<file path="src/rtl/lbd_pkg.sv">
// Shared constants and the routing-mode type for the layer bus demultiplexer.
// Assumes the fixed bus layout: one shared outer source, one split inner source.
package lbd_pkg;
    localparam int EXT_BUSES  = 7;              // external input buses
    localparam int INT_BUSES  = 8;              // internal layer buses
    localparam int SHARED_EXT = EXT_BUSES - 1;  // external bus carrying two outer layers
    localparam int SPLIT_EXT  = 0;              // external bus carrying the double-rate layer
    localparam int SPLIT_LO   = 0;              // lower internal bus of the split pair

    typedef enum logic {
        MODE_SHARED = 1'b0,
        MODE_SPLIT  = 1'b1
    } lbd_mode_e;
endpackage

</file>
<file path="src/rtl/lbd_alt.sv">
// Alternation state for the split inner bus: 0 means the next word goes to the lower bus.
// Assumes the sel output is used only in split mode; it advances only in that mode.
module lbd_alt (
    input  logic clk,
    input  logic rst_n,
    input  logic split_mode,
    input  logic in_valid,
    input  logic in_eoe,
    output logic sel
);
    // Flip on each hit word, go back to the lower bus on end-of-event or reset.
    always_ff @(posedge clk) begin
        if (!rst_n)
            sel <= 1'b0;
        else if (split_mode && in_valid)
            sel <= in_eoe ? 1'b0 : ~sel;
    end
endmodule

</file>
<file path="src/rtl/lbd_route.sv">
// Combinational steering from the external buses to the next-state of each internal bus.
// Assumes the package layout; it strips the selector bit from every forwarded word.
module lbd_route
    import lbd_pkg::*;
#(
    parameter int ADDR_W = 12
) (
    input  logic                          split_mode,
    input  logic                          alt_sel,
    input  logic [EXT_BUSES-1:0]          ext_valid,
    input  logic [EXT_BUSES-1:0]          ext_eoe,
    input  logic [EXT_BUSES*(ADDR_W+1)-1:0] ext_word,
    output logic [INT_BUSES-1:0]          nxt_valid,
    output logic [INT_BUSES-1:0]          nxt_eoe,
    output logic [INT_BUSES*ADDR_W-1:0]   nxt_addr
);
    localparam int W = ADDR_W + 1;

    for (genvar k = 0; k < INT_BUSES; k++) begin : g_lane
        // Source bus in each mode and whether this lane belongs to a steered pair.
        localparam int S0    = (k <= SHARED_EXT) ? k : SHARED_EXT;
        localparam int S1    = (k <= SPLIT_LO + 1) ? SPLIT_EXT : k - 1;
        localparam bit PAIR0 = (k == SHARED_EXT) || (k == SHARED_EXT + 1);
        localparam bit HI0   = (k == SHARED_EXT + 1);
        localparam bit PAIR1 = (k == SPLIT_LO) || (k == SPLIT_LO + 1);
        localparam bit HI1   = (k == SPLIT_LO + 1);

        logic [W-1:0] w0, w1;
        logic         en0, en1;

        assign w0 = ext_word[S0*W +: W];
        assign w1 = ext_word[S1*W +: W];

        // Lane enables: a pair lane takes a word when the steering matches or on end-of-event.
        always_comb begin
            en0 = ext_valid[S0] &
                  (!PAIR0 | ext_eoe[S0] | (HI0 ? w0[ADDR_W] : ~w0[ADDR_W]));
            en1 = ext_valid[S1] &
                  (!PAIR1 | ext_eoe[S1] | (HI1 ? alt_sel : ~alt_sel));
        end

        // Pick the mode's source and drop the selector bit.
        always_comb begin
            nxt_valid[k] = split_mode ? en1 : en0;
            nxt_eoe[k]   = split_mode ? ext_eoe[S1] : ext_eoe[S0];
            nxt_addr[k*ADDR_W +: ADDR_W] = split_mode ? w1[ADDR_W-1:0] : w0[ADDR_W-1:0];
        end
    end
endmodule

</file>
<file path="src/rtl/lbd_out_reg.sv">
// Output register for one internal bus: valid and end-of-event flags, plus an address that is held.
// Assumes the address matters only while valid is high.
module lbd_out_reg #(
    parameter int ADDR_W = 12
) (
    input  logic              clk,
    input  logic              rst_n,
    input  logic              d_valid,
    input  logic              d_eoe,
    input  logic [ADDR_W-1:0] d_addr,
    output logic              q_valid,
    output logic              q_eoe,
    output logic [ADDR_W-1:0] q_addr
);
    // Flags follow the input each cycle and clear on reset.
    always_ff @(posedge clk) begin
        if (!rst_n) begin
            q_valid <= 1'b0;
            q_eoe   <= 1'b0;
        end else begin
            q_valid <= d_valid;
            q_eoe   <= d_valid & d_eoe;
        end
    end

    // The address loads only for a routed word.
    always_ff @(posedge clk) begin
        if (!rst_n)
            q_addr <= '0;
        else if (d_valid)
            q_addr <= d_addr;
    end
endmodule

</file>
<file path="src/rtl/layer_bus_demux.sv">
// Top: latches the mode during reset, steers 7 external buses onto 8 registered internal buses.
// Assumes cfg_split is stable while rst_n is low; it is ignored once reset is released.
module layer_bus_demux
    import lbd_pkg::*;
#(
    parameter int ADDR_W = 12
) (
    input  logic                              clk,
    input  logic                              rst_n,
    input  logic                              cfg_split,
    input  logic [EXT_BUSES-1:0]              ext_valid,
    input  logic [EXT_BUSES-1:0]              ext_eoe,
    input  logic [EXT_BUSES*(ADDR_W+1)-1:0]   ext_word,
    output logic [INT_BUSES-1:0]              int_valid,
    output logic [INT_BUSES-1:0]              int_eoe,
    output logic [INT_BUSES*ADDR_W-1:0]       int_addr
);
    lbd_mode_e                   mode_q;
    logic                        alt_sel;
    logic [INT_BUSES-1:0]        nxt_valid, nxt_eoe;
    logic [INT_BUSES*ADDR_W-1:0] nxt_addr;

    // Sample the routing mode only while reset is held.
    always_ff @(posedge clk) begin
        if (!rst_n)
            mode_q <= cfg_split ? MODE_SPLIT : MODE_SHARED;
    end

    lbd_alt u_alt (
        .clk        (clk),
        .rst_n      (rst_n),
        .split_mode (mode_q == MODE_SPLIT),
        .in_valid   (ext_valid[SPLIT_EXT]),
        .in_eoe     (ext_eoe[SPLIT_EXT]),
        .sel        (alt_sel)
    );

    lbd_route #(.ADDR_W(ADDR_W)) u_route (
        .split_mode (mode_q == MODE_SPLIT),
        .alt_sel    (alt_sel),
        .ext_valid  (ext_valid),
        .ext_eoe    (ext_eoe),
        .ext_word   (ext_word),
        .nxt_valid  (nxt_valid),
        .nxt_eoe    (nxt_eoe),
        .nxt_addr   (nxt_addr)
    );

    for (genvar k = 0; k < INT_BUSES; k++) begin : g_out
        lbd_out_reg #(.ADDR_W(ADDR_W)) u_reg (
            .clk     (clk),
            .rst_n   (rst_n),
            .d_valid (nxt_valid[k]),
            .d_eoe   (nxt_eoe[k]),
            .d_addr  (nxt_addr[k*ADDR_W +: ADDR_W]),
            .q_valid (int_valid[k]),
            .q_eoe   (int_eoe[k]),
            .q_addr  (int_addr[k*ADDR_W +: ADDR_W])
        );
    end
endmodule

</file>
<file path="config.mk">
export PLATFORM = sky130hd
export DESIGN_NAME = layer_bus_demux
export DESIGN_NICKNAME = d
export VERILOG_FILES = /design/src/rtl/lbd_pkg.sv /design/src/rtl/lbd_alt.sv /design/src/rtl/lbd_route.sv /design/src/rtl/lbd_out_reg.sv /design/src/rtl/layer_bus_demux.sv
export SDC_FILE = /design/constraint.sdc
export NUM_CORES = 1
export LEC_CHECK = 0
export BUFFER_PORTS_ARGS = -buffer_cell sky130_fd_sc_hd__buf_2
export CAP_MARGIN = 20
export CORE_MARGIN = 1.5
export CORE_UTILIZATION = 40
export CTS_BUF_LIST = sky130_fd_sc_hd__clkbuf_8
export DETAILED_ROUTE_END_ITERATION = 6
export PLACE_DENSITY = 0.69
export RECOVER_POWER = 50
export SYNTH_ARGS = -nofsm -noshare
export SYNTH_HDL_FRONTEND = slang
export SYNTH_SLANG_ARGS = --single-unit
</file>
<file path="constraint.sdc">
create_clock -name clk -period 3.39 [get_ports clk]
set_clock_uncertainty 0.1 [all_clocks]
set_input_delay 0.5085 -clock clk [delete_from_list [all_inputs] [get_ports clk]]
set_output_delay 0.5085 -clock clk [all_outputs]
set_load 0.01 [all_outputs]
</file>
=== Word level (Yosys, flattened, before mapping) ===
Cells that the tools add are included.

* Bits in registers: 114
* Input port bits: 108
* Word-level logic and storage cells: 67

* Bitwise operators: 18
* Reduce and logical (&&, ||, !) cells: 1
* Multiplexer cells: 22

{| class="wikitable"
|+ Operators by type and width
! operator !! count
|-
| 2-to-1 mux 12 bit || 6
|-
| 2-to-1 mux 1 bit || 16
|-
| AND 1 bit || 12
|-
| OR 1 bit || 4
|-
| NOT 1 bit || 2
|-
| logical AND 1 bit || 1
|}

=== Depth between registers and ports, before layout ===
Gate-level depths: netlist of run 1.

* Depth in word-level cells: 5
* Depth in mapped cells: 7
* Gate-level depth less buffers: 3

=== Hierarchy ===
From an unflattened synthesis of run 1, not the netlist that was laid out.

* Cells, all modules: 478
* Area, all modules: 5592.9 sq um

{| class="wikitable"
|+ Modules (own cells, without submodules)
! module !! area an instance (sq um) !! cells an instance !! instances
|-
| lbd_out_reg || 525.5 || 43 || 8
|-
| lbd_route || 1307.5 || 128 || 1
|-
| lbd_alt || 47.5 || 4 || 1
|-
| layer_bus_demux || 33.8 || 2 || 1
|}

=== Worst setup path after synthesis of run 1 ===
Ideal clock, no wire load.

* Path type: input port to flip-flop
* From: in rst_n
* To: reg g_out[1].u_reg.q_addr[11]
* Slack: 1.851 ns
* Stages: 5
* Arrival time: 1.298 ns
* Path buffers: 3
* Library setup time: 0.140 ns
* Cell sequence: buf_2 inv_1 buf_2 buf_1 a211oi_1

{| class="wikitable"
|+ RTL lines
! what !! line !! text
|-
| from (decl) || layer_bus_demux.sv:9 || <nowiki>input logic rst_n,</nowiki>
|-
| to (signal assigned) || lbd_out_reg.sv:31 || <nowiki>q_addr <= d_addr;</nowiki>
|-
| to (decl) || lbd_out_reg.sv:13 || <nowiki>output logic [ADDR_W-1:0] q_addr</nowiki>
|}

No word-level cell between the ends.

==> impl_metrics.ini, run 1 <==
[die]
die_width_um = 115
die_area_um2 = 13300
rows = 40
ios = 220
start_util_pct = 41.5
die_height_um = 115
core_area_um2 = 12200

[sta]
finalHoldViolCount = 0
max_freq_mhz = 404
min_period_ps = 2470
fin_crit_sh_pct = 73.0
rsz0062_at_grt = false
setup_viol = 0
worstMarginPinSlew_ps = 1310
tns_ps = 0
whs_ps = 154
finalMaxSlewViolations = 0
relSlewSlack_pct = 12.7

[clock_network]
post_cts_buffers = 0
clock_latency_ps = 430
clk_pin_slew_ps = 60
ctsRootBufferMaster = clkbuf_8
h-tree-depth = 4
clock_sinks = 114
cts_made_buffers = 17
post_cts_resized = 0
cts_buffer_depth = 2
cts_hold_buf = 0
cts_tree = yes

[final_layout]
area_growth_pct = 21.6
layout-drive-gt1-share_pct = 22.6
fin_nets = 799
diodes = 0

[power_and_ir_drop]
p_per_area_nw_per_um2 = 508
p_leak_nw = 2.73
vdd.ir_drop.worst_v = 0.000248
power.total_mw = 3.12

[detailed_routing]
dr.pass1.iters = 4
vias = 4349
drt-total-wl_mm = 15.0
wl_per_cell_um = 17.3
drtAntennaViolNets = 0
drtIter0Drc = 259
drc = 0
routed_via_density = 5.02

[logic_synthesis]
synth_area_per_cell_um2 = 9.87
netlist_instances = 512
yosysWarnings = 0
ys_seq_area_share_pct = 45.4
synthDistinctLibCells = 27
yosysTopAreaCell = dfxtp_1
synth_edf_count = 1
synthTopCellsByArea = dfxtp_1 45%, mux2i_1 18%, a211oi_1 7.4%, nand2_1 4.6%, nor2_1 3.9%
synth_area_um2 = 5050
yosys.area.top_type_share_pct = 44.8
ys.flop_type = dfxtp_1
synth_nets = 620
synthTopCellsByCount = 113 x dfxtp_1, 90 x mux2i_1, 62 x nand2_1
post-synth-top-count-cell = dfxtp_1
synth_seq_cells = 114
async_reset_ff_share_pct = 0

[critical_path]
worstSetupStartpoint = rst_n
end_kind = register
ff2ff_setup_slack_ps = 960
crit_fanout = 49
timing.rr.end = g_out[1].u_reg.q_addr[8]
startpoint_type = primary input
timing.rr.start = mode_q
ff2ff_path_depth = 3
critPathRequiredTime_ps = 3660
critPathCapture = g_out[2].u_reg.q_eoe
criticalPathCategory = primary input to register
crit_chain = clkbuf_1, clkbuf_2, and2_1, nor2b_1
arrival_ps = 2740
crit_cells = 4
slowest_delay_ps = 930
path_delay_family = buffers and inverters
slowest_stage = clkbuf_1
path_buf_inv = 2

[global_routing]
grt_pass1_wl_mm = 22.6
grtUsageMet1_pct = 29.3
grt-ovfl-total = 0
grt_use_met3_pct = 6.80
top_usage_layer = met2
antenna_found_initial = 0
grt_pass1_vias = 4291
gr-usage-all-layers_pct = 22.8
grt_max_degree = 62
grtUsageMet2_pct = 36.1

[placement]
gp_congestion = 0.863
port_buffers = 213
dp_hpwl_mm = 11.4

[run]
maxCapViolCount = 0

[hold_path]
hold_path_class = primary input to register

[run_status]
status = finished, final reports clean
## per-stage QoR
stage	cells	cell area, um2	utilization [%]	setup WS [ps]
2_1_floorplan	512	5050	-	1850
3_3_place_gp	840	5990	49.2	1030
3_5_place_dp	840	5990	49.2	975
4_1_cts	867	6280	51.6	975
5_1_grt	867	6140	50.5	701
6_report	867	6140	50.5	916
## layout make-up
| type | instances | area, um2 |
|---|---|---|
| clock buffer | 19 | 262 |
| clock inverter | 8 | 31.3 |
| fill | 1224 | 6020 |
| inverter | 1 | 3.75 |
| multi-input combinational | 339 | 2380 |
| sequential | 114 | 2290 |
| tap | 168 | 210 |
| timing repair buffer | 218 | 965 |
## worst min-delay path by stage
stage | startpoint | end | slack, ps | depth (start not counted)
floorplan | g_out[0].u_reg.q_addr[0] | g_out[0].u_reg.q_addr[0] | 380 | 2
global placement | g_out[0].u_reg.q_addr[3] | g_out[0].u_reg.q_addr[3] | 340 | 2
detailed placement | g_out[0].u_reg.q_addr[4] | g_out[0].u_reg.q_addr[4] | 350 | 2
CTS | cfg_split | mode_q | 120 | 1
global route | cfg_split | mode_q | 140 | 1
finish | cfg_split | mode_q | 150 | 1
## flip-flops by register name, summed over array words and instances (netlist names)
name                 count
g_out.u_reg.q_addr      96
g_out.u_reg.q_eoe        8
g_out.u_reg.q_valid      8
mode_q                   1
u_alt.sel                1
## cells in the final DEF (no fill, tap or decap), types with 3 or more instances in the layout
master and count:
mux2_2 16, nand2_1 62, clkbuf_8 19, inv_1 8
buf_2 104, nand3_1 12, mux2i_1 90, dfxtp_1 113
nor2_1 52, a211oi_2 10, nor3_1 13, a211oi_1 50
buf_4 4, clkbuf_1 109, and2_1 6, nor2b_1 6
and3_1 3, o21ai_0 12
## worst register-to-register path, cell delays in order, from the launching register on
cell      delay [ps]
edfxtp_1         730
nor2b_1          810
or2_1            490
a211oi_1         150
## logic make-up after synthesis
kind of cell	count (synthesis)	share of synthesized area, %
muxes	107	21.7
and+or+nand+nor	156	13.1
AOI/OAI and AO/OA	76	12.3
DFF	114	45.4
buffers and inverters	59	7.58
## per-layer routing
metal	routed length (um)	vias to the layer above
met5	0	-
li1	-	2131
met4	271	0
met2	7000	161
met3	1080	20
met1	6600	2037
## power by group
group          leakage (nW)  internal [mW]  switching (mW)  total (mW)
Combinational          1.60          0.246           0.361       0.607
Clock                 0.178          0.501           0.488       0.989
Sequential            0.946           1.46          0.0640        1.52
Power figures use the tool's default switching activity.
==> inputs of run 2 (changes only) <==
--- a/config.mk
+++ b/config.mk
@@ -5,13 +5,14 @@
 export SDC_FILE = /design/constraint.sdc
 export NUM_CORES = 1
 export LEC_CHECK = 0
+export ABC_AREA = 1
 export BUFFER_PORTS_ARGS = -buffer_cell sky130_fd_sc_hd__buf_2
 export CAP_MARGIN = 20
 export CORE_MARGIN = 1.5
 export CORE_UTILIZATION = 40
 export CTS_BUF_LIST = sky130_fd_sc_hd__clkbuf_8
 export DETAILED_ROUTE_END_ITERATION = 6
-export PLACE_DENSITY = 0.69
+export PLACE_DENSITY = 0.71
 export RECOVER_POWER = 50
 export SYNTH_ARGS = -nofsm -noshare
 export SYNTH_HDL_FRONTEND = slang
==> constraint.sdc (replaced) <==
create_clock -name clk -period 2.14 [get_ports clk]
set_clock_uncertainty 0.1 [all_clocks]
set_input_delay 0.321 -clock clk [delete_from_list [all_inputs] [get_ports clk]]
set_output_delay 0.321 -clock clk [all_outputs]
set_load 0.01 [all_outputs]
==> impl_metrics.ini, run 2 <==
[run_status]
status = finished, final reports clean

[die]
die_width_um = 120
ios = 220
rows = 42
start_util_pct = 41.1
die_area_um2 = 14400
die_height_um = 120
core_area_um2 = 13300

[global_routing]
gr-usage-all-layers_pct = 22.8
top_usage_layer = met2
grt_use_met3_pct = 6.32
grtUsageMet2_pct = 34.9
grt-ovfl-total = 0
grt_pass1_vias = 5127
antenna_found_initial = 0
grt_max_degree = 74
grtUsageMet1_pct = 30.6
grt_pass1_wl_mm = 25.8

[critical_path]
timing.rr.end = g_out[4].u_reg.q_addr[11]
criticalPathCategory = register to register
crit_fanout = 73
timing.rr.start = mode_q
ff2ff_setup_slack_ps = 380
critPathRequiredTime_ps = 2350
startpoint_type = register
end_kind = register
arrival_ps = 1970
ff2ff_path_depth = 6

[logic_synthesis]
post-synth-top-count-cell = nand2_1
yosysTopAreaCell = dfxtp_1
yosys.area.top_type_share_pct = 41.4
synthTopCellsByArea = dfxtp_1 41%, nand2_1 17%, nor2_1 9.4%, o21ai_0 5.4%, a21oi_1 4.9%
synth_seq_cells = 114
synth_area_um2 = 5460
synth_nets = 923
synth_edf_count = 1
synthTopCellsByCount = 253 x nand2_1, 137 x nor2_1, 113 x dfxtp_1
synthDistinctLibCells = 24
synth_area_per_cell_um2 = 6.70
ys.flop_type = dfxtp_1
netlist_instances = 815
ys_seq_area_share_pct = 42.0
async_reset_ff_share_pct = 0
yosysWarnings = 0

[detailed_routing]
wl_per_cell_um = 14.1
dr.pass1.iters = 5
routed_via_density = 4.76
drtIter0Drc = 479
drt-total-wl_mm = 16.6
drc = 0
drtAntennaViolNets = 0
vias = 5619

[clock_network]
clock_sinks = 114
post_cts_buffers = 0
clock_latency_ps = 420
cts_buffer_depth = 2
cts_made_buffers = 17
cts_hold_buf = 1
h-tree-depth = 4
post_cts_resized = 0
cts_tree = yes
clk_pin_slew_ps = 60
ctsRootBufferMaster = clkbuf_8

[power_and_ir_drop]
p_int_mw = 3.74
p_clk_share_pct = 34.9
power_frac_seq_pct = 45.0
vdd.ir_drop.worst_v = 0.000370
switchingPower_mw = 1.63
p_leak_nw = 3.33
swShare_pct = 30.3
p_per_area_nw_per_um2 = 815
combPwrFrac_pct = 20.1

[run]
maxCapViolCount = 0

[final_layout]
final_common_cell = nand2_1
fillers = 1454
largestRegisters = g_out.u_reg.q_addr (96), g_out.u_reg.q_eoe (8), g_out.u_reg.q_valid (8)
finalNonFillerCells = 1180
diodes = 0
fin_nets = 1100
layout_common_cells = 253 x nand2_1, 137 x nor2_1, 113 x dfxtp_1, 111 x clkbuf_1, 102 x buf_2
ff_latch_area_um2 = 2290
largest_reg_flops = 96
final_cell_area_um2 = 6580
area_growth_pct = 20.5
multi_input_area_um2 = 2430
layout-drive-gt1-share_pct = 15.1
registers.top_by_ff_count = g_out.u_reg.q_addr

[hold_path]
hold_path_class = primary input to register
hold_path_depth = 3
worstHoldEndpoint = g_out[2].u_reg.q_eoe
min-delay-start = ext_eoe[2]

[sta]
rsz0062_at_grt = false
finalHoldViolCount = 0
fin_ws_ps = 379
fin_crit_sh_pct = 82.3
min_period_ps = 1760
relSlewSlack_pct = 65.5
tns_ps = 0
finalMaxSlewViolations = 0
max_freq_mhz = 568
worstMarginPinSlew_ps = 518
setup_viol = 0

[placement]
placed_area_um2 = 6340
gp_congestion = 0.877
dp_cells = 1148
dp_hpwl_mm = 11.9
port_buffers = 213
pre_cts_slack_ps = 412
-- run 2: worst max-delay path by stage --
stage / slack (ps) / cells after the start / endpoint / startpoint
finish: 380 / 6 / g_out[4].u_reg.q_addr[11] / mode_q
CTS: 410 / 6 / g_out[4].u_reg.q_addr[11] / mode_q
global route: 200 / 6 / g_out[4].u_reg.q_addr[11] / mode_q
floorplan: 860 / 7 / g_out[6].u_reg.q_addr[1] / mode_q
global placement: 450 / 6 / g_out[4].u_reg.q_addr[9] / mode_q
detailed placement: 410 / 6 / g_out[4].u_reg.q_addr[3] / mode_q
-- run 2: cells by family after synthesis --
logic type | after synthesis | synth area share, %
AOI/OAI and AO/OA | 124 | 11.4
buffers and inverters | 127 | 13.5
DFF | 114 | 42.0
muxes | 1 | 0.183
and+or+nand+nor | 449 | 33.0
-- run 2: critical path, stage by stage (launching register included) --
cell      delay [ps]
edfxtp_1         420
buf_12           320
nand2_1           90
nand2_1          220
inv_1            250
nor2_1           150
nor2_1            60
-- run 2: final cells by class --
cell class	count	share of cell area, %
Clock buffer	22	4.60
Clock inverter	9	1.01
Inverter	58	3.31
Multi-Input combinational cell	574	37.0
Sequential cell	114	34.8
Tap cell	176	3.35
Timing Repair Buffer	227	15.9
-- run 2: per-layer routing --
layer | vias up | part of all wire (%)
met5 | - | 0
met4 | 0 | 2.3
met3 | 28 | 7.1
met2 | 218 | 44
met1 | 2497 | 46
li1 | 2876 | -
-- run 2: power by group through the flow --
stage	sequential [mW]	clock [mW]	combinational, mW
final	2.41	1.87	1.08
after global routing	2.43	2.02	1.22
after CTS	2.41	1.92	1.13
after detailed placement	2.45	0	1.12
after global placement	2.45	0	1.11
after floorplan	2.53	0	0.667
-- run 2: per-stage QoR --
stage	util, %	total power [mW]	hold slack [ps]
after global placement	47.7	3.56	349
after floorplan	-	3.19	320
after detailed placement	47.7	3.57	351
final	49.5	5.36	51.2
after global routing	49.5	5.67	41.3
after CTS	50.5	5.46	22.1
==> inputs of run 3 (changes only) <==
--- a/config.mk
+++ b/config.mk
@@ -12,7 +12,7 @@
 export CORE_UTILIZATION = 40
 export CTS_BUF_LIST = sky130_fd_sc_hd__clkbuf_8
 export DETAILED_ROUTE_END_ITERATION = 6
-export PLACE_DENSITY = 0.71
+export PLACE_DENSITY = 0.68
 export RECOVER_POWER = 50
 export SYNTH_ARGS = -nofsm -noshare
 export SYNTH_HDL_FRONTEND = slang
==> constraint.sdc (replaced) <==
create_clock -name clk -period 1.8 [get_ports clk]
set_clock_uncertainty 0.1 [all_clocks]
set_input_delay 0.27 -clock clk [delete_from_list [all_inputs] [get_ports clk]]
set_output_delay 0.27 -clock clk [all_outputs]
set_load 0.01 [all_outputs]
==> impl_metrics.ini, run 3 (synthesized netlist as in run 2, its figures left out) <==
[critical_path]
timing.rr.end = g_out[4].u_reg.q_addr[2]
timing.rr.start = mode_q
ff2ff_path_depth = 6
arrival_ps = 1870
crit_fanout = 20
criticalPathCategory = register to register
ff2ff_setup_slack_ps = 190
end_kind = register
critPathRequiredTime_ps = 2060
startpoint_type = register

[placement]
port_buffers = 213
gp_congestion = 0.890
dp_hpwl_mm = 12.1

[clock_network]
h-tree-depth = 4
ctsRootBufferMaster = clkbuf_8
cts_buffer_depth = 2
clock_sinks = 114
clk_pin_slew_ps = 60
cts_made_buffers = 17
clock_latency_ps = 420
cts_tree = yes

[final_layout]
layout_common_cells = 253 x nand2_1, 137 x nor2_1, 113 x dfxtp_1, 111 x clkbuf_1, 102 x buf_2
fin_nets = 1113
largest_reg_flops = 96
registers.top_by_ff_count = g_out.u_reg.q_addr
diodes = 0
largestRegisters = g_out.u_reg.q_addr (96), g_out.u_reg.q_eoe (8), g_out.u_reg.q_valid (8)
area_growth_pct = 22.8
final_common_cell = nand2_1
layout-drive-gt1-share_pct = 15.7
fillers = 1481

[die]
die_width_um = 120
die_area_um2 = 14400
start_util_pct = 41.1
core_area_um2 = 13300
rows = 42
ios = 220
die_height_um = 120

[power_and_ir_drop]
vdd.ir_drop.worst_v = 0.000413
p_per_area_nw_per_um2 = 961
p_leak_nw = 3.40

[global_routing]
grt_pass1_wl_mm = 26.4
grt_max_degree = 49
grt-ovfl-total = 0
antenna_found_initial = 0
gr-usage-all-layers_pct = 23.5
grt_pass1_vias = 5081

[run_status]
status = finished, final reports clean

[sta]
min_period_ps = 1610
fin_crit_sh_pct = 89.4
worstMarginPinSlew_ps = 480
finalHoldViolCount = 0
relSlewSlack_pct = 68.0
max_freq_mhz = 622
whs_ps = 38.5
setup_viol = 0
tns_ps = 0
finalMaxSlewViolations = 0
rsz0062_at_grt = false

[detailed_routing]
dr.pass1.iters = 5
drc = 0
drt-total-wl_mm = 16.8
drtAntennaViolNets = 0
drtIter0Drc = 432
vias = 5650
wl_per_cell_um = 14.1
routed_via_density = 4.74

[run]
maxCapViolCount = 0

[hold_path]
hold_path_depth = 3
min-delay-start = ext_word[11]
worstHoldEndpoint = g_out[0].u_reg.q_addr[11]
hold_path_class = primary input to register
-- run 3: routing by layer --
| metal | vias up | routed length, um | track usage (%) |
|---|---|---|---|
| met5 | - | 0 | 0 |
| met1 | 2468 | 7770 | 32.9 |
| met4 | 0 | 484 | 10.2 |
| li1 | 2905 | - | - |
| met2 | 240 | 7250 | 34.3 |
| met3 | 37 | 1250 | 5.75 |
-- run 3: worst max path at each step --
| stage | startpoint | endpoint | slack, ps |
|---|---|---|---|
| 3_5_place_dp | mode_q | g_out[7].u_reg.q_addr[2] | 90 |
| 5_1_grt | mode_q | g_out[4].u_reg.q_addr[1] | 30 |
| 3_3_place_gp | mode_q | g_out[7].u_reg.q_addr[2] | 130 |
| 6_report | mode_q | g_out[4].u_reg.q_addr[2] | 190 |
| 4_1_cts | mode_q | g_out[7].u_reg.q_addr[2] | 70 |
| 2_1_floorplan | mode_q | g_out[6].u_reg.q_addr[1] | 520 |
-- run 3: cell type report --
class / instances / area [um2] / area share, %
repair buffers: 240 / 1160 / 17.3
clock buffers: 23 / 317 / 4.72
well taps: 176 / 220 / 3.28
flip-flops and latches: 114 / 2290 / 34.2
inverters: 58 / 218 / 3.25
clock inverters: 7 / 57.6 / 0.858
multi-input cells: 574 / 2440 / 36.4
-- run 3: worst max-delay path, stage by stage (launching register included) --
cell	delay, ps
edfxtp_1	500
buf_4	260
nand2_1	80
nand2_1	90
inv_1	310
nor2_1	70
nor2_1	120
-- run 3: per-stage QoR --
step           util, %  setup slack, ps  total power [mW]  area [um2]  std cells
4_1_cts           51.4             68.0              6.56        6840       1192
5_1_grt           50.5             34.5              6.83        6710       1192
2_1_floorplan        -              518              3.80        5460        815
3_5_place_dp      48.0             85.1              4.26        6380       1154
3_3_place_gp      48.0              128              4.25        6380       1154
6_report          50.5              191              6.45        6710       1192
-- run 3: timing repair --
action / CTS / global route
hold endpoints to repair: 8 / 0
setup buffers: 0 / 0
setup endpoints to repair: 0 / 17
hold buffers: 8 / 0
resized for setup: 0 / 2
-- run 3: power breakdown --
group          internal (mW)  switching [mW]  leakage [nW]  total [mW]
registers               2.76           0.112         0.946        2.87
clock network           1.28           0.991         0.206        2.27
logic                  0.472           0.840          2.25        1.31
total                   4.51            1.94          3.40        6.45
